===== src/rtl/pot_pkg.sv =====
package pot_pkg;
    // Edge events recovered from the synchronised serial pins.
    typedef struct packed {
        logic sck_rise;
        logic sck_fall;
        logic cs_rise;
    } pot_edges_t;
endpackage


===== src/rtl/pot_in_sync.sv =====
module pot_in_sync
    import pot_pkg::*;
#(
    parameter int STAGES = 2
) (
    input  logic       clk,
    input  logic       rst_n,
    input  logic       cs_n,
    input  logic       sck,
    input  logic       sdi,
    output pot_edges_t edges,
    output logic       sdi_s
);
    typedef struct packed {
        logic [STAGES-1:0] cs;
        logic [STAGES-1:0] ck;
        logic [STAGES-1:0] dt;
        logic              cs_prev;
        logic              ck_prev;
    } sync_t;

    sync_t st_d, st_q;
    logic  cs_s, ck_s;

    assign cs_s  = st_q.cs[STAGES-1];
    assign ck_s  = st_q.ck[STAGES-1];
    assign sdi_s = st_q.dt[STAGES-1];

    always_comb begin
        st_d       = st_q;
        st_d.cs[0] = cs_n;
        st_d.ck[0] = sck;
        st_d.dt[0] = sdi;
        for (int i = 1; i < STAGES; i++) begin
            st_d.cs[i] = st_q.cs[i-1];
            st_d.ck[i] = st_q.ck[i-1];
            st_d.dt[i] = st_q.dt[i-1];
        end
        st_d.cs_prev = cs_s;
        st_d.ck_prev = ck_s;
    end

    always_ff @(posedge clk or negedge rst_n) begin
        if (!rst_n) begin
            st_q.cs      <= '1;
            st_q.ck      <= '0;
            st_q.dt      <= '0;
            st_q.cs_prev <= 1'b1;
            st_q.ck_prev <= 1'b0;
        end else begin
            st_q <= st_d;
        end
    end

    always_comb begin
        edges.sck_rise = ck_s & ~st_q.ck_prev & ~cs_s;
        edges.sck_fall = ~ck_s & st_q.ck_prev & ~cs_s;
        edges.cs_rise  = cs_s & ~st_q.cs_prev;
    end
endmodule


===== src/rtl/pot_shift_path.sv =====
module pot_shift_path
    import pot_pkg::*;
#(
    parameter int WORD = 10
) (
    input  logic            clk,
    input  logic            rst_n,
    input  pot_edges_t      edges,
    input  logic            sdi_s,
    output logic [WORD-1:0] word,
    output logic            sdo
);
    typedef struct packed {
        logic [WORD-1:0] sreg;
        logic            sdo;
    } shift_t;

    shift_t sh_d, sh_q;

    always_comb begin
        sh_d = sh_q;
        if (edges.sck_rise) begin
            sh_d.sreg = {sh_q.sreg[WORD-2:0], sdi_s};
        end
        if (edges.sck_fall) begin
            sh_d.sdo = sh_q.sreg[WORD-1];
        end
    end

    always_ff @(posedge clk or negedge rst_n) begin
        if (!rst_n) begin
            sh_q <= '0;
        end else begin
            sh_q <= sh_d;
        end
    end

    assign word = sh_q.sreg;
    assign sdo  = sh_q.sdo;
endmodule


===== src/rtl/pot_code_bank.sv =====
module pot_code_bank #(
    parameter int NCH = 4,
    parameter int DW  = 8,
    parameter int AW  = 2
) (
    input  logic              clk,
    input  logic              rst_n,
    input  logic              load,
    input  logic [AW-1:0]     addr,
    input  logic [DW-1:0]     data,
    output logic [NCH*DW-1:0] code
);
    localparam logic [DW-1:0] MID = {1'b1, {(DW-1){1'b0}}};

    typedef struct packed {
        logic [NCH-1:0][DW-1:0] ch;
    } bank_t;

    bank_t bk_d, bk_q;

    always_comb begin
        bk_d = bk_q;
        for (int i = 0; i < NCH; i++) begin
            if (load && (int'(addr) == i)) begin
                bk_d.ch[i] = data;
            end
        end
    end

    always_ff @(posedge clk or negedge rst_n) begin
        if (!rst_n) begin
            bk_q.ch <= {NCH{MID}};
        end else begin
            bk_q <= bk_d;
        end
    end

    for (genvar g = 0; g < NCH; g++) begin : g_out
        assign code[g*DW +: DW] = bk_q.ch[g];
    end
endmodule


===== src/rtl/pot_serial_core.sv =====
module pot_serial_core
    import pot_pkg::*;
#(
    parameter int NCH    = 4,
    parameter int DW     = 8,
    parameter int STAGES = 2
) (
    input  logic              clk,
    input  logic              rst_n,
    input  logic              cs_n,
    input  logic              sck,
    input  logic              sdi,
    input  logic              shdn_n,
    output logic              sdo,
    output logic [NCH*DW-1:0] code,
    output logic [NCH-1:0]    shut
);
    localparam int AW   = (NCH > 1) ? $clog2(NCH) : 1;
    localparam int WORD = AW + DW;

    pot_edges_t      edg;
    logic            sdi_s;
    logic [WORD-1:0] word;
    logic            load_w;
    logic            sck_fall_w;

    pot_in_sync #(.STAGES(STAGES)) u_sync (
        .clk   (clk),
        .rst_n (rst_n),
        .cs_n  (cs_n),
        .sck   (sck),
        .sdi   (sdi),
        .edges (edg),
        .sdi_s (sdi_s)
    );

    pot_shift_path #(.WORD(WORD)) u_shift (
        .clk   (clk),
        .rst_n (rst_n),
        .edges (edg),
        .sdi_s (sdi_s),
        .word  (word),
        .sdo   (sdo)
    );

    assign load_w     = edg.cs_rise;
    assign sck_fall_w = edg.sck_fall;

    pot_code_bank #(.NCH(NCH), .DW(DW), .AW(AW)) u_bank (
        .clk   (clk),
        .rst_n (rst_n),
        .load  (load_w),
        .addr  (word[WORD-1 -: AW]),
        .data  (word[DW-1:0]),
        .code  (code)
    );

    for (genvar g = 0; g < NCH; g++) begin : g_shut
        assign shut[g] = ~shdn_n;
    end
endmodule


===== config.mk =====
export PLATFORM = sky130hd
export DESIGN_NAME = pot_serial_core
export DESIGN_NICKNAME = d
export VERILOG_FILES = /design/src/rtl/pot_pkg.sv /design/src/rtl/pot_in_sync.sv /design/src/rtl/pot_shift_path.sv /design/src/rtl/pot_code_bank.sv /design/src/rtl/pot_serial_core.sv
export SDC_FILE = /design/constraint.sdc
export NUM_CORES = 1
export LEC_CHECK = 0
export CORE_MARGIN = 4
export CORE_UTILIZATION = 49
export CTS_CLUSTER_SIZE = 28
export DETAILED_ROUTE_END_ITERATION = 8
export GPL_TIMING_DRIVEN = 0
export PLACE_DENSITY = 0.78
export SLEW_MARGIN = 20
export SYNTH_ARGS = -nofsm -noshare
export SYNTH_HDL_FRONTEND = slang
export SYNTH_SLANG_ARGS = --single-unit

===== constraint.sdc =====
create_clock -name clk -period 1.8 [get_ports clk]
set_clock_uncertainty 0.05 [all_clocks]
set_input_delay 0.36 -clock clk [delete_from_list [all_inputs] [get_ports clk]]
set_output_delay 0.36 -clock clk [all_outputs]
set_load 0.1 [all_outputs]

[Yosys cells after proc, flatten, opt, wreduce, memory -nomap -nowiden]
Index checks and enable logic that the tools add are counted.
Widths: inputs -> output; s select.
Word-level totals
  register bits after elaboration: 51
  input port bits: 6
  output and inout bits: 37
  word-level logic and storage cells: 29
Cells by class
  eq/ne operators: 3
  bitwise operators: 10
  reductions and logical operators: 5
Operator list (number)
  $and 1x1->1: 5
  $not 1->1: 5
  $eq 2x2->1 const B: 2
  $logic_and 1x1->1: 4
  $eq 2x1->1 const B: 1
  $logic_not 2->1: 1

[Logic depth before layout (Yosys ltp)]
  word-level depth: 3
  gate-level depth with buffers: 3
  gate-level depth less buffers: 2

[Hierarchy]
From an unflattened synthesis, not the netlist that was laid out.
Second synthesis, totals
  cells, all modules: 106
  area total of the unflattened synthesis: 1916.8 sq um
By module, submodules not included
  pot_code_bank: instances 1, cells each 68, area an instance 1217.4 sq um, seq. area each 805.8 sq um
  pot_shift_path: instances 1, cells each 23, area an instance 447.9 sq um, seq. area each 275.3 sq um
  pot_in_sync: instances 1, cells each 11, area an instance 225.2 sq um, seq. area each 203.9 sq um
  pot_serial_core: instances 1, cells each 4, area an instance 26.3 sq um, seq. area each 0.0 sq um

[Worst setup path after synthesis]
No wires, ideal clock.
  kind: input -> output
  start point: input port shdn_n
  end point: output port shut[1]
  data arrival time: 1.405 ns
  required time: 1.390 ns
  path slack: -0.015 ns
  stages: 2
  path buffers: 1
  cells stage by stage: inv_1 > buf_4
On the way
  longest elaborated chain between the ends: 1
RTL lines
  start: declaration: RTL line pot_serial_core.sv:13  | input logic shdn_n,
  $not 1->1: RTL line pot_serial_core.sv:59  | assign shut[g] = ~shdn_n;
  end: declaration: RTL line pot_serial_core.sv:16  | output logic [NCH-1:0] shut
Every way passes these cells.

[Worst setup path in the final report]
Same ends and word-level chain as after synthesis.

==> qor.yml <==
drtAntennaViolNets: 0
hold_path_class: "reg -> reg"
cts_tree: "built"
io-pin-count: 43
fp.dieW_um: 70.1
numPortBuffers: 42
timing.rr.end: "u_bank.code[17]"
seq_area_frac_synth_pct: 68.1
finalSetupViolations: 0
drv_cap: 0
ctsHtreeMaxLevel: 2
worst_skew_pair.late_latency_ps: 290
synth-seq-cells: 51
antenna_cells: 0
grt_util_met2_pct: 26.8
crit_type: "in -> out"
final_layout_size_suffix_gt1_share_pct: 67.1
yosysMostFrequentCell: "dfrtp_1"
clock.fmax_ghz: 0.575
crit_start: "shdn_n"
rsz0062_at_grt: "false"
synth.avg_cell_area_um2: 17.6
drc: 0
track_usage_pct: 15.5
design_area_um2: 2520
via_per_inst: 5.11
grt_overflow: 0
core_um2: 3690
wl_per_cell_um: 16.5
reg2reg_depth: 3
gp_congestion: 0.659
pre_cts_ws_ps: -746
ys_warn_count: 0
setup.worst_path.end_class: "primary output"
synthCells: 107
numCtsBuffers: 5
grt_max_degree: 37
min_period_ps: 1740
syn_nets: 113
cts.sink_count: 51
grt_pass1_wl_mm: 5.92
regToRegStartpoint: "u_sync.cs_s"
async_reset_ff_share_pct: 100
power_density_nw_per_um2: 1530
met3_usage_pct: 5.32
area_growth_syn_to_layout_pct: 33.8
crit_arrival_ps: 1330
tns_ps: 0
synth_ff_type: "dfrtp_1"
crit_fanout: 4
r2r_slack_ps: 70
synth_edf_count: 0
start_util_pct: 51.2
critPathLaunchType: "input port"
final_net_count: 166
synth_area_leader_cell: "dfrtp_1"
num-fill-cells: 274
die_h_um: 70.1
holdWs_ps: 306
num_vias: 1069
rows: 22
synth_commonest_cells: "44 x dfrtp_1, 43 x mux2_2, 7 x dfstp_2"
drt_first_iter_violations: 19
gr-usage-met1_pct: 18.1
grt_pass1_vias: 1184
final_core_util_pct: 68.5
dp_hpwl_mm: 2.39
dpl-instance-area_um2: 2390
grt_antenna_before_repair: 0
status: "finished, final reports clean"
die_area_um2: 4910
min_from: "u_sync.st_d[5]"
worst-endpoint-required_ps: 1390
layout_worst_path_cycle_share_pct: 96.7
peakVddDrop_v: 0.00105
cts-root-buf: "clkbuf_8"
ys_top_cells_by_area: "dfrtp_1 58%, mux2_2 26%, dfstp_2 9.7%"
layout_setup_ws_ps: 59.8
min_path_cells: 0
maxSlewViolCount: 0
netlist_area_um2: 1890
worstMarginPinSlew_ps: 563
grt_most_used_layer: "met2"
netlist.area_leader.share_pct: 58.4
routed_wl_mm: 3.44
drt_pre_antenna_iters: 3
path_clk_slew_ps: 80
maxSlewHeadroom_pct: 62.7
final_hold_viol_count: 0
p_leak_nw: 1.19
cts_max_path_buffers: 2
netlist-cell-type-count: 11
hold_path_end: "u_sync.ck_s"
==> what timing repair did <==
item / CTS / global route
resized for setup: 123 / 9
setup buffers: 0 / 2
hold endpoints to repair: 15 / 0
hold buffers: 1 / 0
setup endpoints to repair: 37 / 15
==> final cells by class <==
cell class / count / area (um^2) / area share, %
Sequential cell: 51 / 1280 / 50.9
Multi-Input combinational cell: 49 / 561 / 22.2
Timing Repair Buffer: 46 / 472 / 18.7
Clock buffer: 8 / 100 / 3.96
Tap cell: 48 / 60.1 / 2.38
Buffer: 6 / 40.0 / 1.59
Inverter: 1 / 7.51 / 0.297
==> flip-flops by register name, summed over array words and instances (netlist names) <==
signal,cells
u_bank.code,32
u_shift.word,10
u_sync.st_d,3
u_sync.st_q,2
u_shift.sdo,1
u_sync.ck_s,1
u_sync.cs_s,1
u_sync.sdi_s,1
==> critical path, stage by stage <==
cell and delay (ps):
clkdlybuf4s50_1 500, clkinvlp_4 110, buf_4 130, buf_4 220
==> per-layer routing <==
layer / share of wire (%) / wire length (um)
met5: 0 / 0
met4: 1.3 / 46
met3: 5.0 / 172
met2: 53 / 1810
met1: 41 / 1410
==> power by group <==
| group | total [W] | internal [W] | switching [W] |
|---|---|---|---|
| sequential | 0.00158 | 0.00138 | 0.000201 |
| combinational | 0.00159 | 0.000400 | 0.00119 |
| clock | 0.000681 | 0.000351 | 0.000331 |
| total | 0.00385 | 0.00213 | 0.00172 |
==> layout by cell type, fill, tap and decap left out, types with 2 or more instances in the layout <==
cell,instances
clkbuf_8,7
buf_2,8
nor3b_1,2
dfstp_2,7
buf_4,7
dfrtp_1,44
clkdlybuf4s50_1,4
mux2_2,43
clkdlybuf4s15_2,29
buf_6,2
==> per-stage QoR <==
stage	instances	power [W]
after global placement	197	0.00320
after global routing	209	0.00403
after CTS	207	0.00389
after detailed placement	198	0.00324
final	209	0.00385
after floorplan	107	0.00282
==> logic make-up after synthesis <==
family | synth area share, %
flops | 68.1
mux | 25.7
buf+inv | 2.19
simple gates | 4.04
==> worst max-delay path by stage <==
stage                                 end
final                             shut[1]
after global routing              shut[1]
after CTS                        code[23]
after detailed placement          shut[3]
after global placement    u_bank.code[29]
after floorplan                   shut[1]
No activity file was read; power rests on OpenSTA's default activity.
